### src/rtl/ldst_formatter.sv
module ldst_formatter (
  input  logic        clk,
  input  logic        rst_n,
  input  logic        in_valid,
  input  logic        in_store,
  input  logic [2:0]  in_addr,
  input  logic [1:0]  in_size,
  input  logic        in_sext,
  input  logic        in_brev,
  input  logic [63:0] in_rdata,
  input  logic [63:0] in_wdata,
  output logic        ld_use,
  output logic        out_valid,
  output logic        out_wr_en,
  output logic        out_pair,
  output logic [31:0] out_hi,
  output logic [31:0] out_lo,
  output logic        out_align_err,
  output logic [63:0] out_st_data,
  output logic [7:0]  out_be
);

  logic        s1_v, s1_st, s1_sx, s1_rv;
  logic [2:0]  s1_a;
  logic [1:0]  s1_sz;
  logic [63:0] s1_rd, s1_wd;

  always_ff @(posedge clk) begin
    if (!rst_n) begin
      s1_v <= 1'b0; s1_st <= 1'b0; s1_sx <= 1'b0; s1_rv <= 1'b0;
      s1_a <= '0; s1_sz <= '0; s1_rd <= '0; s1_wd <= '0;
    end else begin
      s1_v <= in_valid;
      if (in_valid) begin
        s1_st <= in_store; s1_sx <= in_sext; s1_rv <= in_brev;
        s1_a <= in_addr; s1_sz <= in_size; s1_rd <= in_rdata; s1_wd <= in_wdata;
      end
    end
  end

  assign ld_use = s1_v & ~s1_st;

  function automatic logic [63:0] rev8(input logic [63:0] d);
    logic [63:0] r;
    for (int i = 0; i < 8; i++) r[8*i +: 8] = d[63-8*i -: 8];
    return r;
  endfunction

  logic [3:0]  nb;
  logic [2:0]  amask;
  logic [5:0]  rsh;
  logic        mis;
  logic [63:0] ld_raw, ld_fmt, st_raw, st_fmt, st_rep;
  logic [31:0] lo_n, hi_n;
  logic [8:0]  bm;
  logic [7:0]  be_n;

  assign nb     = 4'd1 << s1_sz;
  assign amask  = nb[2:0] - 3'd1;
  assign rsh    = {~amask, 3'b000};
  assign mis    = |(s1_a & amask);
  assign ld_raw = (s1_rd << {s1_a, 3'b000}) >> rsh;
  assign ld_fmt = s1_rv ? (rev8(ld_raw) >> rsh) : ld_raw;
  assign st_raw = s1_wd & ({64{1'b1}} >> rsh);
  assign st_fmt = s1_rv ? (rev8(st_raw) >> rsh) : st_raw;
  assign bm     = (9'd1 << nb) - 9'd1;
  assign be_n   = bm[7:0] << s1_a;
  assign hi_n   = (s1_sz == 2'd3) ? ld_fmt[63:32] : 32'd0;

  always_comb begin
    case (s1_sz)
      2'd0:    lo_n = {{24{s1_sx & ld_fmt[7]}}, ld_fmt[7:0]};
      2'd1:    lo_n = {{16{s1_sx & ld_fmt[15]}}, ld_fmt[15:0]};
      default: lo_n = ld_fmt[31:0];
    endcase
    case (s1_sz)
      2'd0:    st_rep = {8{st_fmt[7:0]}};
      2'd1:    st_rep = {4{st_fmt[15:0]}};
      2'd2:    st_rep = {2{st_fmt[31:0]}};
      default: st_rep = st_fmt;
    endcase
  end

  always_ff @(posedge clk) begin
    if (!rst_n) begin
      out_valid <= 1'b0; out_wr_en <= 1'b0; out_pair <= 1'b0;
      out_hi <= '0; out_lo <= '0; out_align_err <= 1'b0;
      out_st_data <= '0; out_be <= '0;
    end else begin
      out_valid     <= s1_v;
      out_wr_en     <= s1_v & ~s1_st & ~mis;
      out_pair      <= s1_v & ~s1_st & ~mis & (s1_sz == 2'd3);
      out_hi        <= hi_n;
      out_lo        <= lo_n;
      out_align_err <= s1_v & mis;
      out_st_data   <= st_rep;
      out_be        <= (s1_v & s1_st & ~mis) ? be_n : 8'd0;
    end
  end

  p_err_blocks_write_r7: assert property (@(posedge clk) disable iff (!rst_n)
    out_align_err |-> (!out_wr_en && out_be == 8'd0));
  p_two_stage_latency_r10: assert property (@(posedge clk) disable iff (!rst_n)
    in_valid |=> ##1 out_valid);
  p_ld_use_then_result_r11: assert property (@(posedge clk) disable iff (!rst_n)
    ld_use |=> (out_valid && out_be == 8'd0));
  p_pair_is_write_r5: assert property (@(posedge clk) disable iff (!rst_n)
    out_pair |-> out_wr_en);
  p_be_width_r8: assert property (@(posedge clk) disable iff (!rst_n)
    (out_be != 8'd0) |-> ($countones(out_be) == 1 || $countones(out_be) == 2 ||
                          $countones(out_be) == 4 || $countones(out_be) == 8));
  p_store_no_write_r8: assert property (@(posedge clk) disable iff (!rst_n)
    (out_be != 8'd0) |-> !out_wr_en);

endmodule

### config.mk
export PLATFORM = sky130hd
export DESIGN_NAME = ldst_formatter
export DESIGN_NICKNAME = d
export VERILOG_FILES = /design/src/rtl/ldst_formatter.sv
export SDC_FILE = /design/constraint.sdc
export NUM_CORES = 1
export LEC_CHECK = 0
export ABC_AREA = 1
export BUFFER_PORTS_ARGS = -buffer_cell sky130_fd_sc_hd__buf_2
export CAP_MARGIN = 20
export CORE_AREA = 4 4 168 170
export CTS_BUF_LIST = sky130_fd_sc_hd__clkbuf_16
export CTS_CLUSTER_DIAMETER = 50
export DETAILED_ROUTE_END_ITERATION = 16
export DIE_AREA = 0 0 172 174
export GPL_TIMING_DRIVEN = 0
export MAX_ROUTING_LAYER = met4
export PLACE_DENSITY = 0.81
export SYNTH_ARGS = -nofsm -noshare
export SYNTH_HDL_FRONTEND = slang
export SYNTH_SLANG_ARGS = --single-unit
### constraint.sdc
create_clock -name clk -period 3.7 [get_ports clk]
set_clock_uncertainty 0.2 [all_clocks]
set_input_delay 0.74 -clock clk [delete_from_list [all_inputs] [get_ports clk]]
set_output_delay 0.74 -clock clk [all_outputs]
set_load 0.01 [all_outputs]
# Word level (Yosys, flattened, before mapping)
# Index checks and enable logic that the tools add are counted.
[word_totals] romBits=0 register_bits=277 latch_bits=0 output_inout_bits=141 input_bits=139 n_memories=0 mem_bits_rw=0
[op_classes] reduce_logical=4 order_cmp=0 div=0 addsub=2 bitwise=13 n_mul=0 n_shift=8 n_eq_ne=3 n_mux=4
[op_table] op="64-bit case mux with 3 select lines" count=1
[op_table] op="64-bit by 6-bit right shift with 64-bit output" count=3
[op_table] op="64-bit 2-to-1 mux" count=2
[op_table] op="64-bit bitwise AND" count=1
[op_table] op="32-bit case mux with 2 select lines" count=1
[op_table] op="64-bit by 6-bit left shift with 64-bit output" count=1
[op_table] op="64-bit by 6-bit right shift with 64-bit output, first input constant" count=1
[op_table] op="1-bit bitwise AND" count=8
[op_table] op="1-bit by 4-bit left shift with 8-bit output, first input constant" count=1
[op_table] op="8-bit by 3-bit left shift with 8-bit output" count=1
[op_table] op="8-bit by 1-bit subtractor with 8-bit output, second input constant" count=1
[op_table] op="2-bit == test, second input constant" count=2
[op_table] op="2-bit AND reduction" count=2
[op_table] op="1-bit by 2-bit left shift with 4-bit output, first input constant" count=1
[op_table] op="3-bit bitwise AND" count=1
[op_table] op="3-bit NOT" count=1
[op_table] op="3-bit OR reduction" count=1
[op_table] op="3-bit by 1-bit subtractor with 3-bit output, second input constant" count=1
[op_table] op="2-bit by 1-bit == test with 1-bit output, second input constant" count=1
[op_table] op="2-bit zero test" count=1
[op_table] op="1-bit NOT" count=2

# Logic depth before layout (Yosys ltp)
[logic_depth] word_depth=8 ltp_mapped=22 mapped_depth_nobuf=17

# Least setup slack after synthesis
# OpenSTA, ideal clock, no wires.
[synth_timing] path_type="register to register" from="register s1_sz[0]" to="register out_st_data[47]" setup_slack_ps=705 path_stages_with_launch=19 required_ps=3377 arrival_time_ps=2671 cell_sequence="dfxtp_1 > buf_4 > nor2_4 > buf_2 > buf_2 > buf_2 > buf_2 > ha_1 > inv_1 > nand2_2 > buf_4 > buf_6 > buf_2 > o21bai_1 > nand2_1 > a21boi_0 > inv_1 > a21oi_1 > or2_2"
[synth_via] elab_chain_cells=8 word_cells_on_any_way=11 classes_between="add/sub: 1; eq/ne: 2; shift: 3; mux: 2; bitwise: 2; reduce/logical: 1"
[synth_lines] item="start, declared" line="25" rtl="logic [1:0] s1_sz;"
[synth_lines] item="start signal, assigned" line="36" rtl="s1_a <= in_addr; s1_sz <= in_size; s1_rd <= in_rdata; s1_wd <= in_wdata;"
[synth_lines] item="1-bit by 2-bit left shift with 4-bit output" line="58" rtl="assign nb = 4'd1 << s1_sz;"
[synth_lines] item="3-bit by 1-bit subtractor with 3-bit output" line="59" rtl="assign amask = nb[2:0] - 3'd1;"
[synth_lines] item="3-bit NOT" line="60" rtl="assign rsh = {~amask, 3'b000};"
[synth_lines] item="64-bit by 6-bit right shift with 64-bit output" line="64" rtl="assign st_raw = s1_wd & ({64{1'b1}} >> rsh);"
[synth_lines] item="64-bit bitwise AND" line="64"
[synth_lines] item="64-bit by 6-bit right shift with 64-bit output" line="65" rtl="assign st_fmt = s1_rv ? (rev8(st_raw) >> rsh) : st_raw;"
[synth_lines] item="64-bit 2-to-1 mux" line="65"
[synth_lines] item="64-bit case mux with 3 select lines (*)" line="76" rtl="case (s1_sz)"
[synth_lines] item="end signal, assigned" line="96" rtl="out_st_data <= st_rep;"
[synth_lines] item="end, declared" line="19" rtl="output logic [63:0] out_st_data,"
# Every way passes the cells marked *; elsewhere a longest branch is shown, timed or not.
# A chain may end at the register's enable or synchronous reset.

# Final worst setup path
[layout_timing] from="register s1_sz[0]" to="register out_lo[16]"
[layout_via] elab_chain_cells=8 word_cells_on_any_way=11 classes_between="add/sub: 1; eq/ne: 1; shift: 3; mux: 2; bitwise: 3; reduce/logical: 1"
[layout_lines] item="1-bit by 2-bit left shift with 4-bit output" line="58"
[layout_lines] item="3-bit by 1-bit subtractor with 3-bit output" line="59"
[layout_lines] item="3-bit NOT" line="60"
[layout_lines] item="64-bit by 6-bit right shift with 64-bit output" line="62" rtl="assign ld_raw = (s1_rd << {s1_a, 3'b000}) >> rsh;"
[layout_lines] item="64-bit by 6-bit right shift with 64-bit output" line="63" rtl="assign ld_fmt = s1_rv ? (rev8(ld_raw) >> rsh) : ld_raw;"
[layout_lines] item="64-bit 2-to-1 mux" line="63"
[layout_lines] item="1-bit bitwise AND, on equally long branches" line="73, 72"
[layout_lines] item="32-bit case mux with 2 select lines (*)" line="71" rtl="case (s1_sz)"
[layout_lines] item="end signal, assigned" line="94" rtl="out_lo <= lo_n;"
[layout_lines] item="end, declared" line="17" rtl="output logic [31:0] out_lo,"
# Marks and branches as above.

==> impl_metrics.csv <==
group,metric,value,unit
outcome,status,"finished clean",
global_routing,grt_pass1_vias,17400,
yosys,syn-instance-count,2325,
sta,final_hold_viol_count,0,
cts,cts_hold_buf,0,
sta,fmax,273,MHz
yosys,synth_adder_area_share,0.0827,%
worst_setup_path,cp-start-kind,"flip-flop",
die,ios,280,
yosys,synth.distinct_cells,55,
pwr,totalPowerFinal,8.60,mW
sta,min_period,3670,ps
sta,relSlewSlack,18.4,%
worst_setup_path,cp_data_arrival_time,3980,ps
cts,clk_latency,570,ps
yosys,synth_nets,2465,
routing,route.detailed.drc,0,
worst_setup_path,crit_top_cell,"buf_6",
routing,detail-route-antenna-nets,0,
global_routing,antenna_found_initial,1,
die,std_cell_rows,60,
worst_setup_path,critPathBufInv,9,
global_routing,grt_overflow,0,
global_routing,grt_max_degree,20,
yosys,async_flop_share,0,%
yosys,synth-simple-area-share,35.2,%
final_layout,fin_cells,2997,
final_layout,num-nets-final,2773,
worst_setup_path,cp_slowest_cell,"nor2_2",
die,fp.coreArea,26700,um2
die,dieHeight,174,um
worst_setup_path,endpoint_kind,"flip-flop",
worst_setup_path,cp_cell_sequence,"buf_6 > nor2_4 > buf_6 > buf_6 > buf_8 > buf_6 > ha_1 > inv_1 > nand2_2 > buf_6 > buf_6 > nor2_2 > nand2_1 > nand2_1 > a21oi_1 > nand2_1 > nand2_1 > nand3_1 > nand2_1 > inv_1",
cts,cts_tree,"yes",
pwr,p_leak,8.58,nW
worst_setup_path,critPathMaxStageDelay,530,ps
place,placedCellCount,2943,
place,gp_congestion,1.16,
yosys,synth_top_family_by_area,"simple AND/OR/NAND/NOR gates",
routing,drt_pre_antenna_iters,8,
global_routing,grt_usage,47.4,%
die,dieArea,29900,um2
yosys,synth_compound_area_share,17.9,%
pwr,power_density,475,nW/um2
final_layout,regArea,5550,um2
final_layout,synthToLayoutAreaGrowth,19.7,%
final_layout,drive_above_1_share,19.3,%
final_layout,multi_input_area,8150,um2
final_layout,final_util,67.7,%
flow_run,maxCapViolCount,0,
yosys,synth_xor_area_share,0,%
routing,routedWlPerCell,24.3,um
yosys,synth_seq_area_share,36.7,%
yosys,synth_edf_count,0,
yosys,synth.avg_cell_area,6.51,um2
yosys,synth_common_cells,"nand2_1 (602), nand3_1 (297), dfxtp_1 (277)",
sta,worstMarginPinSlew,1220,ps
worst_setup_path,crit_type,"reg -> reg",
sta,rsz0062_at_grt,"true",
yosys,netlist_area,15100,um2
place,hpwl,55.3,mm
yosys,ys_top_cells_by_area,"dfxtp_1 (37%), nand2_1 (15%), nand3_1 (9.8%), o21ai_0 (7.4%), a21oi_1 (6.3%)",
cts,htreeDepth,1,
yosys,synth-seq-cells,277,
yosys,ys.flop_type,"dfxtp_1",
place,portBuffers,277,
worst_setup_path,worstPathMaxFanout,10,
yosys,synth_top_cell_by_area,"dfxtp_1",
routing,via_count,19000,
final_layout,fillCellCount,2390,
min_path,hp-class,"in -> reg",
routing,wl,72.7,mm
yosys,yosys.cell_count.top_type,"nand2_1",
yosys,yosysTopAreaCellShare,36.7,%
cts,cts_sinks,277,
routing,avgViaCountPerCell,6.33,
yosys,yosys_warnings,0,
worst_setup_path,worstPathRequired,4010,ps
global_routing,grt_pass1_wl,106,mm
die,initial_core_util,56.6,%
yosys,synthMuxAreaShare,0.132,%
pwr,vdd_drop_max,422,uV
routing,drt_iter0_markers,3602,
worst_setup_path,crit_family,"simple AND/OR/NAND/NOR gates",
cts,cts.clk_slew.worst_paths,70,ps
cts,numCtsBuffers,29,
die,dieWidth,172,um
sta,drv_slew,0,
cts,max-clock-path-buffers,3,
cts,cts_root_buffer,"clkbuf_16",
sta,setup_viol,0,
sta,period_share,99.1,%
==> worst register-to-register path: stages (launching register included) <==
cell and delay [ps]:
dfxtp_1 350, buf_6 180, nor2_4 60, buf_6 150
buf_6 150, buf_8 170, buf_6 170, ha_1 210
inv_1 70, nand2_2 120, buf_6 190, buf_6 160
nor2_2 530, nand2_1 150, nand2_1 120, a21oi_1 80
nand2_1 110, nand2_1 130, nand3_1 130, nand2_1 80
inv_1 80
==> repair_timing <==
action                                  4_1_cts  5_1_grt
pin swaps                                     1        2
setup buffers                                 0        1
endpoints found under the setup margin      120       69
cloned                                        0        0
gates resized for setup                      23       28
==> area by class of cell <==
| cell class | instances | share of cell area (%) |
|---|---|---|
| clock buffer | 29 | 4.01 |
| tap | 341 | 2.36 |
| clock inverter | 23 | 1.50 |
| multi-input combinational | 1726 | 45.0 |
| inverter | 141 | 3.01 |
| sequential | 277 | 30.6 |
| buffer | 180 | 5.73 |
| antenna | 2 | 0.0277 |
| timing repair buffer | 278 | 7.70 |
==> stage by stage <==
step	instance area, um2	setup TNS (ps)	worst slack [ps]	hold slack (ps)
2_1_floorplan	15100	0	705	228
5_1_grt	18100	-30.0	-18.0	214
3_5_place_dp	16900	-39040	-878	243
3_3_place_gp	16900	-37250	-893	236
6_report	18100	0	32.6	189
4_1_cts	18000	0	21.7	188
==> logic make-up (layout without fill, tap and decap cells) <==
logic type / after synthesis / count (layout)
compound gates: 508 / 508
fa+ha+maj: 1 / 1
buf+inv: 322 / 651
flops: 277 / 277
mux: 2 / 2
other cells: 0 / 2
simple gates: 1215 / 1215
==> layout by cell type (no fill, tap or decap), types with 29 or more instances in the layout <==
| cell | instances |
|---|---|
| clkbuf_1 | 80 |
| dfxtp_1 | 277 |
| nor2_1 | 210 |
| a21oi_1 | 188 |
| nand2_1 | 598 |
| clkbuf_16 | 29 |
| buf_2 | 318 |
| o21ai_0 | 221 |
| inv_1 | 132 |
| nand2_2 | 33 |
| nand3_1 | 296 |
==> layer usage <==
layer	GRT usage (%)	share of wire [%]
met4	23.5	6.7
met1	61.8	37
met3	17.0	16
met2	64.6	40
met5	-	0
==> report_power, final <==
group	internal (mW)	switching [mW]
combinational	0.646	1.55
sequential	3.19	0.128
clock	1.79	1.30
total	5.62	2.97
==> sequential cells by signal, indices dropped and copies added, names as in the netlist, 2 cells and up <==
name and cells:
out_st_data 64, s1_rd 64, s1_wd 64, out_hi 32, out_lo 32, out_be 8, s1_a 3, s1_sz 2
==> path summary, 6_finish.rpt <==
path | slack [ps] | endpoint | depth (start not counted) | startpoint
worst max-delay path | 30 | out_lo[16] | 20 | s1_sz[0]
worst min-delay path | 190 | s1_rd[58] | 3 | in_rdata[58]
worst max register to register | 30 | out_lo[16] | 20 | s1_sz[0]
worst min register to register | 250 | s1_wd[17] | 2 | s1_wd[17]
Note: power is estimated with default switching activity, not from simulation.
